**src/rtl/irq_fwd_pkg.sv**
```systemverilog
`timescale 1ns/1ps
package irq_fwd_pkg;

   localparam int unsigned IRQ_ID_W = 10;
   localparam logic [IRQ_ID_W-1:0] SPURIOUS_ID = 10'd1023;

   typedef enum logic {
      GRP_ZERO = 1'b0,
      GRP_ONE  = 1'b1
   } irq_grp_e;

   typedef enum int {
      ARB_TREE = 0,
      ARB_SCAN = 1
   } arb_style_e;

endpackage

```
**src/rtl/irq_fwd_elig.sv**
```systemverilog
`timescale 1ns/1ps
module irq_fwd_elig #(
   parameter int unsigned NUM_IRQ = 32
) (
   input  logic [NUM_IRQ-1:0] pend_i,
   input  logic [NUM_IRQ-1:0] en_i,
   output logic [NUM_IRQ-1:0] elig_o
);

   always_comb begin
      elig_o = pend_i & en_i;
   end

endmodule

```
**src/rtl/irq_fwd_arb.sv**
```systemverilog
`timescale 1ns/1ps
module irq_fwd_arb
   import irq_fwd_pkg::*;
#(
   parameter int unsigned NUM_IRQ   = 32,
   parameter int unsigned PRIO_W    = 8,
   parameter arb_style_e  ARB_STYLE = ARB_TREE
) (
   input  logic [NUM_IRQ-1:0]        elig_i,
   input  logic [NUM_IRQ-1:0]        grp_i,
   input  logic [NUM_IRQ*PRIO_W-1:0] prio_i,
   output logic                      win_v_o,
   output logic [IRQ_ID_W-1:0]       win_id_o,
   output logic [PRIO_W-1:0]         win_prio_o,
   output logic                      win_grp_o
);

   localparam int unsigned LEVELS = (NUM_IRQ > 1) ? $clog2(NUM_IRQ) : 0;
   localparam int unsigned LEAVES = 1 << LEVELS;

   generate
      if (ARB_STYLE == ARB_TREE) begin : g_tree
         logic [LEAVES-1:0]        elig_pad;
         logic [LEAVES-1:0]        grp_pad;
         logic [LEAVES*PRIO_W-1:0] prio_pad;
         logic                     nv  [1:2*LEAVES-1];
         logic [IRQ_ID_W-1:0]      nid [1:2*LEAVES-1];
         logic [PRIO_W-1:0]        np  [1:2*LEAVES-1];
         logic                     ng  [1:2*LEAVES-1];

         always_comb begin
            elig_pad = LEAVES'(elig_i);
            grp_pad  = LEAVES'(grp_i);
            prio_pad = (LEAVES*PRIO_W)'(prio_i);
         end

         always_comb begin
            logic take_left;
            for (int i = 0; i < LEAVES; i++) begin
               nv[LEAVES+i]  = elig_pad[i];
               nid[LEAVES+i] = IRQ_ID_W'(i);
               np[LEAVES+i]  = prio_pad[i*PRIO_W +: PRIO_W];
               ng[LEAVES+i]  = grp_pad[i];
            end
            for (int k = LEAVES - 1; k >= 1; k--) begin
               // the left subtree holds lower IDs, so it keeps ties
               take_left = nv[2*k] && (!nv[2*k+1] || (np[2*k] <= np[2*k+1]));
               nv[k]  = nv[2*k] || nv[2*k+1];
               nid[k] = take_left ? nid[2*k] : nid[2*k+1];
               np[k]  = take_left ? np[2*k]  : np[2*k+1];
               ng[k]  = take_left ? ng[2*k]  : ng[2*k+1];
            end
            win_v_o    = nv[1];
            win_id_o   = nid[1];
            win_prio_o = np[1];
            win_grp_o  = ng[1];
         end
      end else begin : g_scan
         always_comb begin
            win_v_o    = 1'b0;
            win_id_o   = SPURIOUS_ID;
            win_prio_o = '1;
            win_grp_o  = 1'b0;
            for (int i = 0; i < NUM_IRQ; i++) begin
               if (elig_i[i] && (!win_v_o || (prio_i[i*PRIO_W +: PRIO_W] < win_prio_o))) begin
                  win_v_o    = 1'b1;
                  win_id_o   = IRQ_ID_W'(i);
                  win_prio_o = prio_i[i*PRIO_W +: PRIO_W];
                  win_grp_o  = grp_i[i];
               end
            end
         end
      end
   endgenerate

endmodule

```
**src/rtl/irq_fwd_gate.sv**
```systemverilog
`timescale 1ns/1ps
module irq_fwd_gate
   import irq_fwd_pkg::*;
#(
   parameter int unsigned PRIO_W = 8
) (
   input  logic                clk_i,
   input  logic                rst_ni,
   input  logic                win_v_i,
   input  logic [IRQ_ID_W-1:0] win_id_i,
   input  logic [PRIO_W-1:0]   win_prio_i,
   input  logic                win_grp_i,
   input  logic                grp0_en_i,
   input  logic                grp1_en_i,
   output logic                fwd_valid_o,
   output logic [IRQ_ID_W-1:0] fwd_id_o,
   output logic [PRIO_W-1:0]   fwd_prio_o,
   output logic                fwd_group_o
);

   logic grp_open;
   logic pass;

   always_comb begin
      grp_open = (irq_grp_e'(win_grp_i) == GRP_ONE) ? grp1_en_i : grp0_en_i;
      pass     = win_v_i && grp_open;
   end

   always_ff @(posedge clk_i) begin
      if (!rst_ni || !pass) begin
         fwd_valid_o <= 1'b0;
         fwd_id_o    <= SPURIOUS_ID;
         fwd_prio_o  <= '1;
         fwd_group_o <= 1'b0;
      end else begin
         fwd_valid_o <= 1'b1;
         fwd_id_o    <= win_id_i;
         fwd_prio_o  <= win_prio_i;
         fwd_group_o <= win_grp_i;
      end
   end

endmodule

```
**src/rtl/irq_fwd_dist.sv**
```systemverilog
`timescale 1ns/1ps
module irq_fwd_dist
   import irq_fwd_pkg::*;
#(
   parameter int unsigned NUM_IRQ   = 32,
   parameter int unsigned PRIO_W    = 8,
   parameter arb_style_e  ARB_STYLE = ARB_TREE
) (
   input  logic                      clk_i,
   input  logic                      rst_ni,
   input  logic [NUM_IRQ-1:0]        irq_pending_i,
   input  logic [NUM_IRQ-1:0]        irq_enable_i,
   input  logic [NUM_IRQ-1:0]        irq_group_i,
   input  logic [NUM_IRQ*PRIO_W-1:0] irq_prio_i,
   input  logic                      grp0_en_i,
   input  logic                      grp1_en_i,
   output logic                      fwd_valid_o,
   output logic [9:0]                fwd_id_o,
   output logic [PRIO_W-1:0]         fwd_prio_o,
   output logic                      fwd_group_o
);

   generate
      if (NUM_IRQ < 1 || NUM_IRQ > 1023) begin : g_bad_num
         $error("irq_fwd_dist: NUM_IRQ must be 1..1023 so the spurious ID stays distinct");
      end
      if (PRIO_W < 1 || PRIO_W > 16) begin : g_bad_prio
         $error("irq_fwd_dist: PRIO_W must be 1..16");
      end
   endgenerate

   logic [NUM_IRQ-1:0]  elig;
   logic                win_v;
   logic [IRQ_ID_W-1:0] win_id;
   logic [PRIO_W-1:0]   win_prio;
   logic                win_grp;

   irq_fwd_elig #(.NUM_IRQ(NUM_IRQ)) elig_i (
      .pend_i (irq_pending_i),
      .en_i   (irq_enable_i),
      .elig_o (elig)
   );

   irq_fwd_arb #(
      .NUM_IRQ   (NUM_IRQ),
      .PRIO_W    (PRIO_W),
      .ARB_STYLE (ARB_STYLE)
   ) arb_i (
      .elig_i     (elig),
      .grp_i      (irq_group_i),
      .prio_i     (irq_prio_i),
      .win_v_o    (win_v),
      .win_id_o   (win_id),
      .win_prio_o (win_prio),
      .win_grp_o  (win_grp)
   );

   irq_fwd_gate #(.PRIO_W(PRIO_W)) gate_i (
      .clk_i       (clk_i),
      .rst_ni      (rst_ni),
      .win_v_i     (win_v),
      .win_id_i    (win_id),
      .win_prio_i  (win_prio),
      .win_grp_i   (win_grp),
      .grp0_en_i   (grp0_en_i),
      .grp1_en_i   (grp1_en_i),
      .fwd_valid_o (fwd_valid_o),
      .fwd_id_o    (fwd_id_o),
      .fwd_prio_o  (fwd_prio_o),
      .fwd_group_o (fwd_group_o)
   );

endmodule

```
**config.mk**
```make
export PLATFORM = sky130hd
export DESIGN_NAME = irq_fwd_dist
export DESIGN_NICKNAME = d
export VERILOG_FILES = /design/src/rtl/irq_fwd_pkg.sv /design/src/rtl/irq_fwd_elig.sv /design/src/rtl/irq_fwd_arb.sv /design/src/rtl/irq_fwd_gate.sv /design/src/rtl/irq_fwd_dist.sv
export SDC_FILE = /design/constraint.sdc
export NUM_CORES = 1
export LEC_CHECK = 0
export ABC_AREA = 1
export ABC_CLOCK_PERIOD_IN_PS = 15500
export BUFFER_PORTS_ARGS = -buffer_cell sky130_fd_sc_hd__buf_2
export CAP_MARGIN = 20
export CORE_UTILIZATION = 30
export CTS_CLUSTER_DIAMETER = 120
export CTS_CLUSTER_SIZE = 20
export DETAILED_ROUTE_END_ITERATION = 8
export SLEW_MARGIN = 20
export SYNTH_ARGS = -nofsm -noshare
export SYNTH_HDL_FRONTEND = slang
export SYNTH_SLANG_ARGS = --single-unit
```
**constraint.sdc**
```tcl
create_clock -name clk_i -period 15.5 [get_ports clk_i]
set_clock_uncertainty 0.1 [all_clocks]
set_input_delay 3.875 -clock clk_i [delete_from_list [all_inputs] [get_ports clk_i]]
set_output_delay 3.875 -clock clk_i [all_outputs]
set_load 0.03 [all_outputs]
```
==> impl_metrics.sql <==
INSERT INTO impl_metrics (metric_group, metric, value, unit) VALUES
('outcome', 'status', 'finished clean', ''),
('floorplan', 'placement_rows', '68', ''),
('cts', 'cts.clk_slew.worst_paths', '40', 'ps'),
('timing', 'min_period_over_period', '88.05', '%'),
('cts', 'ctsHtreeMaxLevel', '1', ''),
('cts', 'numClockSinks', '16', ''),
('cts', 'cts.repair_timing.setup_buffer_count', '0', ''),
('cts', 'ctsRootBufferMaster', 'clkbuf_16', ''),
('timing', 'worst-slew-pin-transition', '703.6', 'ps'),
('finish', 'filler_cell_count', '3838', ''),
('run', 'cap_violations', '0', ''),
('power_and_ir_drop', 'internal-power', '410.0', 'µW'),
('synth', 'post_synth_instance_area', '10580', 'µm²'),
('timing', 'rsz_0062_raised_after_global_routing', 'no', ''),
('power_and_ir_drop', 'power_per_cell_area', '79.74', 'nW/µm²'),
('routing', 'detail_route.vias_per_cell', '4.901', ''),
('routing', 'drcViolationCount', '0', ''),
('synth', 'yosys_register_bits', '16', ''),
('floorplan', 'fp.dieArea', '36030', 'µm²'),
('worst_setup_path', 'timing.critical_path.mode_cell', 'nand2_1', ''),
('floorplan', 'pin_count', '376', ''),
('place', 'detailed_place_hpwl', '33270', 'µm'),
('timing', 'timing_hold_violations_final', '0', ''),
('grt', 'vias_in_the_first_global_route', '12240', ''),
('worst_setup_path', 'worst_setup_path_startpoint', 'irq_prio_i[9]', ''),
('finish', 'post-route-util', '37.21', '%'),
('timing', 'clock.fmax', '73.27', 'MHz'),
('power_and_ir_drop', 'seq_power_share', '5.9', '%'),
('power_and_ir_drop', 'ir_drop_worst_case_vdd', '65.72', 'µV'),
('cts', 'tritoncts', 'built', ''),
('routing', 'antenna_violating_nets_post_route', '0', ''),
('finish', 'layout-area-overhead-vs-synth', '21.77', '%'),
('power_and_ir_drop', 'share_clk_of_total_power', '4.6', '%'),
('floorplan', 'initial_core_utilization', '30.56', '%'),
('synth', 'post_synth_xor_area_fraction', '0', '%'),
('routing', 'detail_route.first_pass.iterations', '5', ''),
('synth', 'synth_cell_types', '47', ''),
('floorplan', 'die_y', '189.8', 'µm'),
('synth', 'synth_largest_area_cell', 'ha_1', ''),
('floorplan', 'core_region_area', '34630', 'µm²'),
('power_and_ir_drop', 'power_frac_comb', '89.5', '%'),
('synth', 'synth_simple_gate_area_share', '34.54', '%'),
('worst_setup_path', 'critPathArrivalTime', '13630', 'ps'),
('cts', 'cts_hold_buffers', '0', ''),
('synth', 'seq_area_frac_synth', '3.027', '%'),
('place', 'port_buffers', '375', ''),
('worst_setup_path', 'crit_path_top_delay_cell', 'and2_1', ''),
('power_and_ir_drop', 'power_switching', '617.4', 'µW'),
('synth', 'synth_warn', '0', ''),
('timing', 'timing.final.max_slew_violations', '0', ''),
('timing', 'final.setup.tns', '0', 'ps'),
('worst_setup_path', 'cp_max_fo', '19', ''),
('worst_hold_path', 'holdCritStartpoint', 'grp1_en_i', ''),
('synth', 'synthAdderAreaFrac', '28.62', '%'),
('worst_setup_path', 'setup.worst_path.class', 'primary input to flop', ''),
('synth', 'top_cells_by_area_synth', 'ha_1 (29%), nand2_1 (17%), inv_1 (9.9%), o21ai_0 (8.7%), nand3_1 (7.1%)', ''),
('synth', 'postSynthNetCount', '2441', ''),
('synth', 'synth_top_area_share', '28.62', '%'),
('place', 'post_placement_cell_area', '12790', 'µm²'),
('grt', 'gr-total-overflow', '0', ''),
('worst_setup_path', 'highest_cell_delay_on_the_worst_timing_path', '490', 'ps'),
('power_and_ir_drop', 'p_sw_share', '60.09', '%'),
('routing', 'drt_first_iter_violations', '514', ''),
('synth', 'number_of_cells_produced_by_synthesis', '1843', ''),
('floorplan', 'die_x', '189.8', 'µm'),
('finish', 'final_net_count', '2770', ''),
('routing', 'routed_wl', '36640', 'µm'),
('place', 'final_weighted_congestion_of_routability_driven_global_placement', '0.8985', ''),
('cts', 'cts.repair.resized', '0', ''),
('synth', 'synth_compound_area_share', '20.95', '%'),
('grt', 'wire_length_of_the_first_global_routing_pass', '57890', 'µm');
## synth_stat cells (all sizes together)
library cell,instances
o221ai,2
o31ai,1
nand2,509
nand3,154
o21ai,209
clkbuf,34
and2,24
o21bai,6
or2,7
a211oi,7
a32oi,1
ha,242
a221oi,1
dfxtp,16
nand4,28
a21oi,117
o32ai,1
o21a,11
a221o,2
o311ai,1
a22o,2
o211ai,19
nor2,109
inv,280
buf,19
o2111ai,1
a41oi,2
a21o,4
mux2,5
nor3b,1
clkinv,1
a31o,1
a31oi,13
nor3,10
nand3b,3
## flip-flops by register name, summed over array words and instances, names as in the netlist
name                flops
gate_i.fwd_group_o      1
gate_i.fwd_valid_o      1
gate_i.fwd_prio_o       8
gate_i.fwd_id_o         6
## worst max-delay path, delay by kind of cell
kind	cells	cell delay [ps]
AOI/OAI and AO/OA	20	3760
adders and majority gates	5	1560
buffers and inverters	7	1890
and+or+nand+nor	17	2500
## cell families (layout without fill, tap and decap cells)
kind of cell,after synthesis,after routing
and+or+nand+nor,845,845
AOI/OAI and AO/OA,401,401
buffers and inverters,334,661
adders and majority gates,242,242
DFF,16,16
muxes,5,5
other,0,2
## per-stage QoR
| stage | hold slack (ps) | power (µW) | instances |
|---|---|---|---|
| after global routing | 3820 | 1153 | 2626 |
| after detailed placement | 4050 | 975.5 | 2622 |
| after CTS | 3812 | 1028 | 2625 |
| after floorplan | 3921 | 728.0 | 1843 |
| final | 3806 | 1027 | 2627 |
| after global placement | 4068 | 958.5 | 2622 |
## per-layer routing
metal  part of all wire (%)  up-vias  track usage (%)
li1                       -     6812                -
met1                     45     5683            24.66
met2                     49      347            36.17
met3                    4.6       32            1.550
met4                    1.4        0            3.443
met5                      0        -                0
## final timing paths
| check | to | slack (ps) | cells after the start |
|---|---|---|---|
| min | gate_i.fwd_group_o | 3810 | 3 |
| max | gate_i.fwd_prio_o[5] | 1850 | 49 |
## cell usage in the layout, fill, tap and decap left out, types with 3 or more instances in the layout
master	count
nor2_1	108
mux2_2	5
o21bai_1	5
or2_2	7
o211ai_1	19
a21oi_1	117
and2_1	24
inv_1	278
ha_1	242
buf_2	375
o21a_1	11
a31oi_1	11
nand2_2	19
nand3_2	3
a211oi_1	7
nand3b_1	3
clkbuf_16	3
nand3_1	151
nor3_1	9
dfxtp_1	16
a21o_1	4
nand4_1	28
nand2_1	484
o21ai_0	184
o21ai_1	23
nand2_4	6
## power groups by stage
stage	Sequential, µW	Combinational (µW)	Clock [µW]
2_1_floorplan	83.2	645	0
3_3_place_gp	61.9	897	0
3_5_place_dp	61.8	914	0
4_1_cts	61.1	918	48.4
5_1_grt	61.8	1040	50.4
6_report	60.6	920	47.1
## final cells by class
cell class	count	area, µm²	share of cell area, %
Inverter	281	1055	8.186
Clock buffer	3	75.07	0.5826
Timing Repair Buffer	377	1892	14.68
Antenna cell	2	5.005	0.03884
Multi-Input combinational cell	1493	8969	69.61
Sequential cell	16	320.3	2.486
Tap cell	455	569.3	4.418
Note: power is estimated with default switching activity, not from simulation.
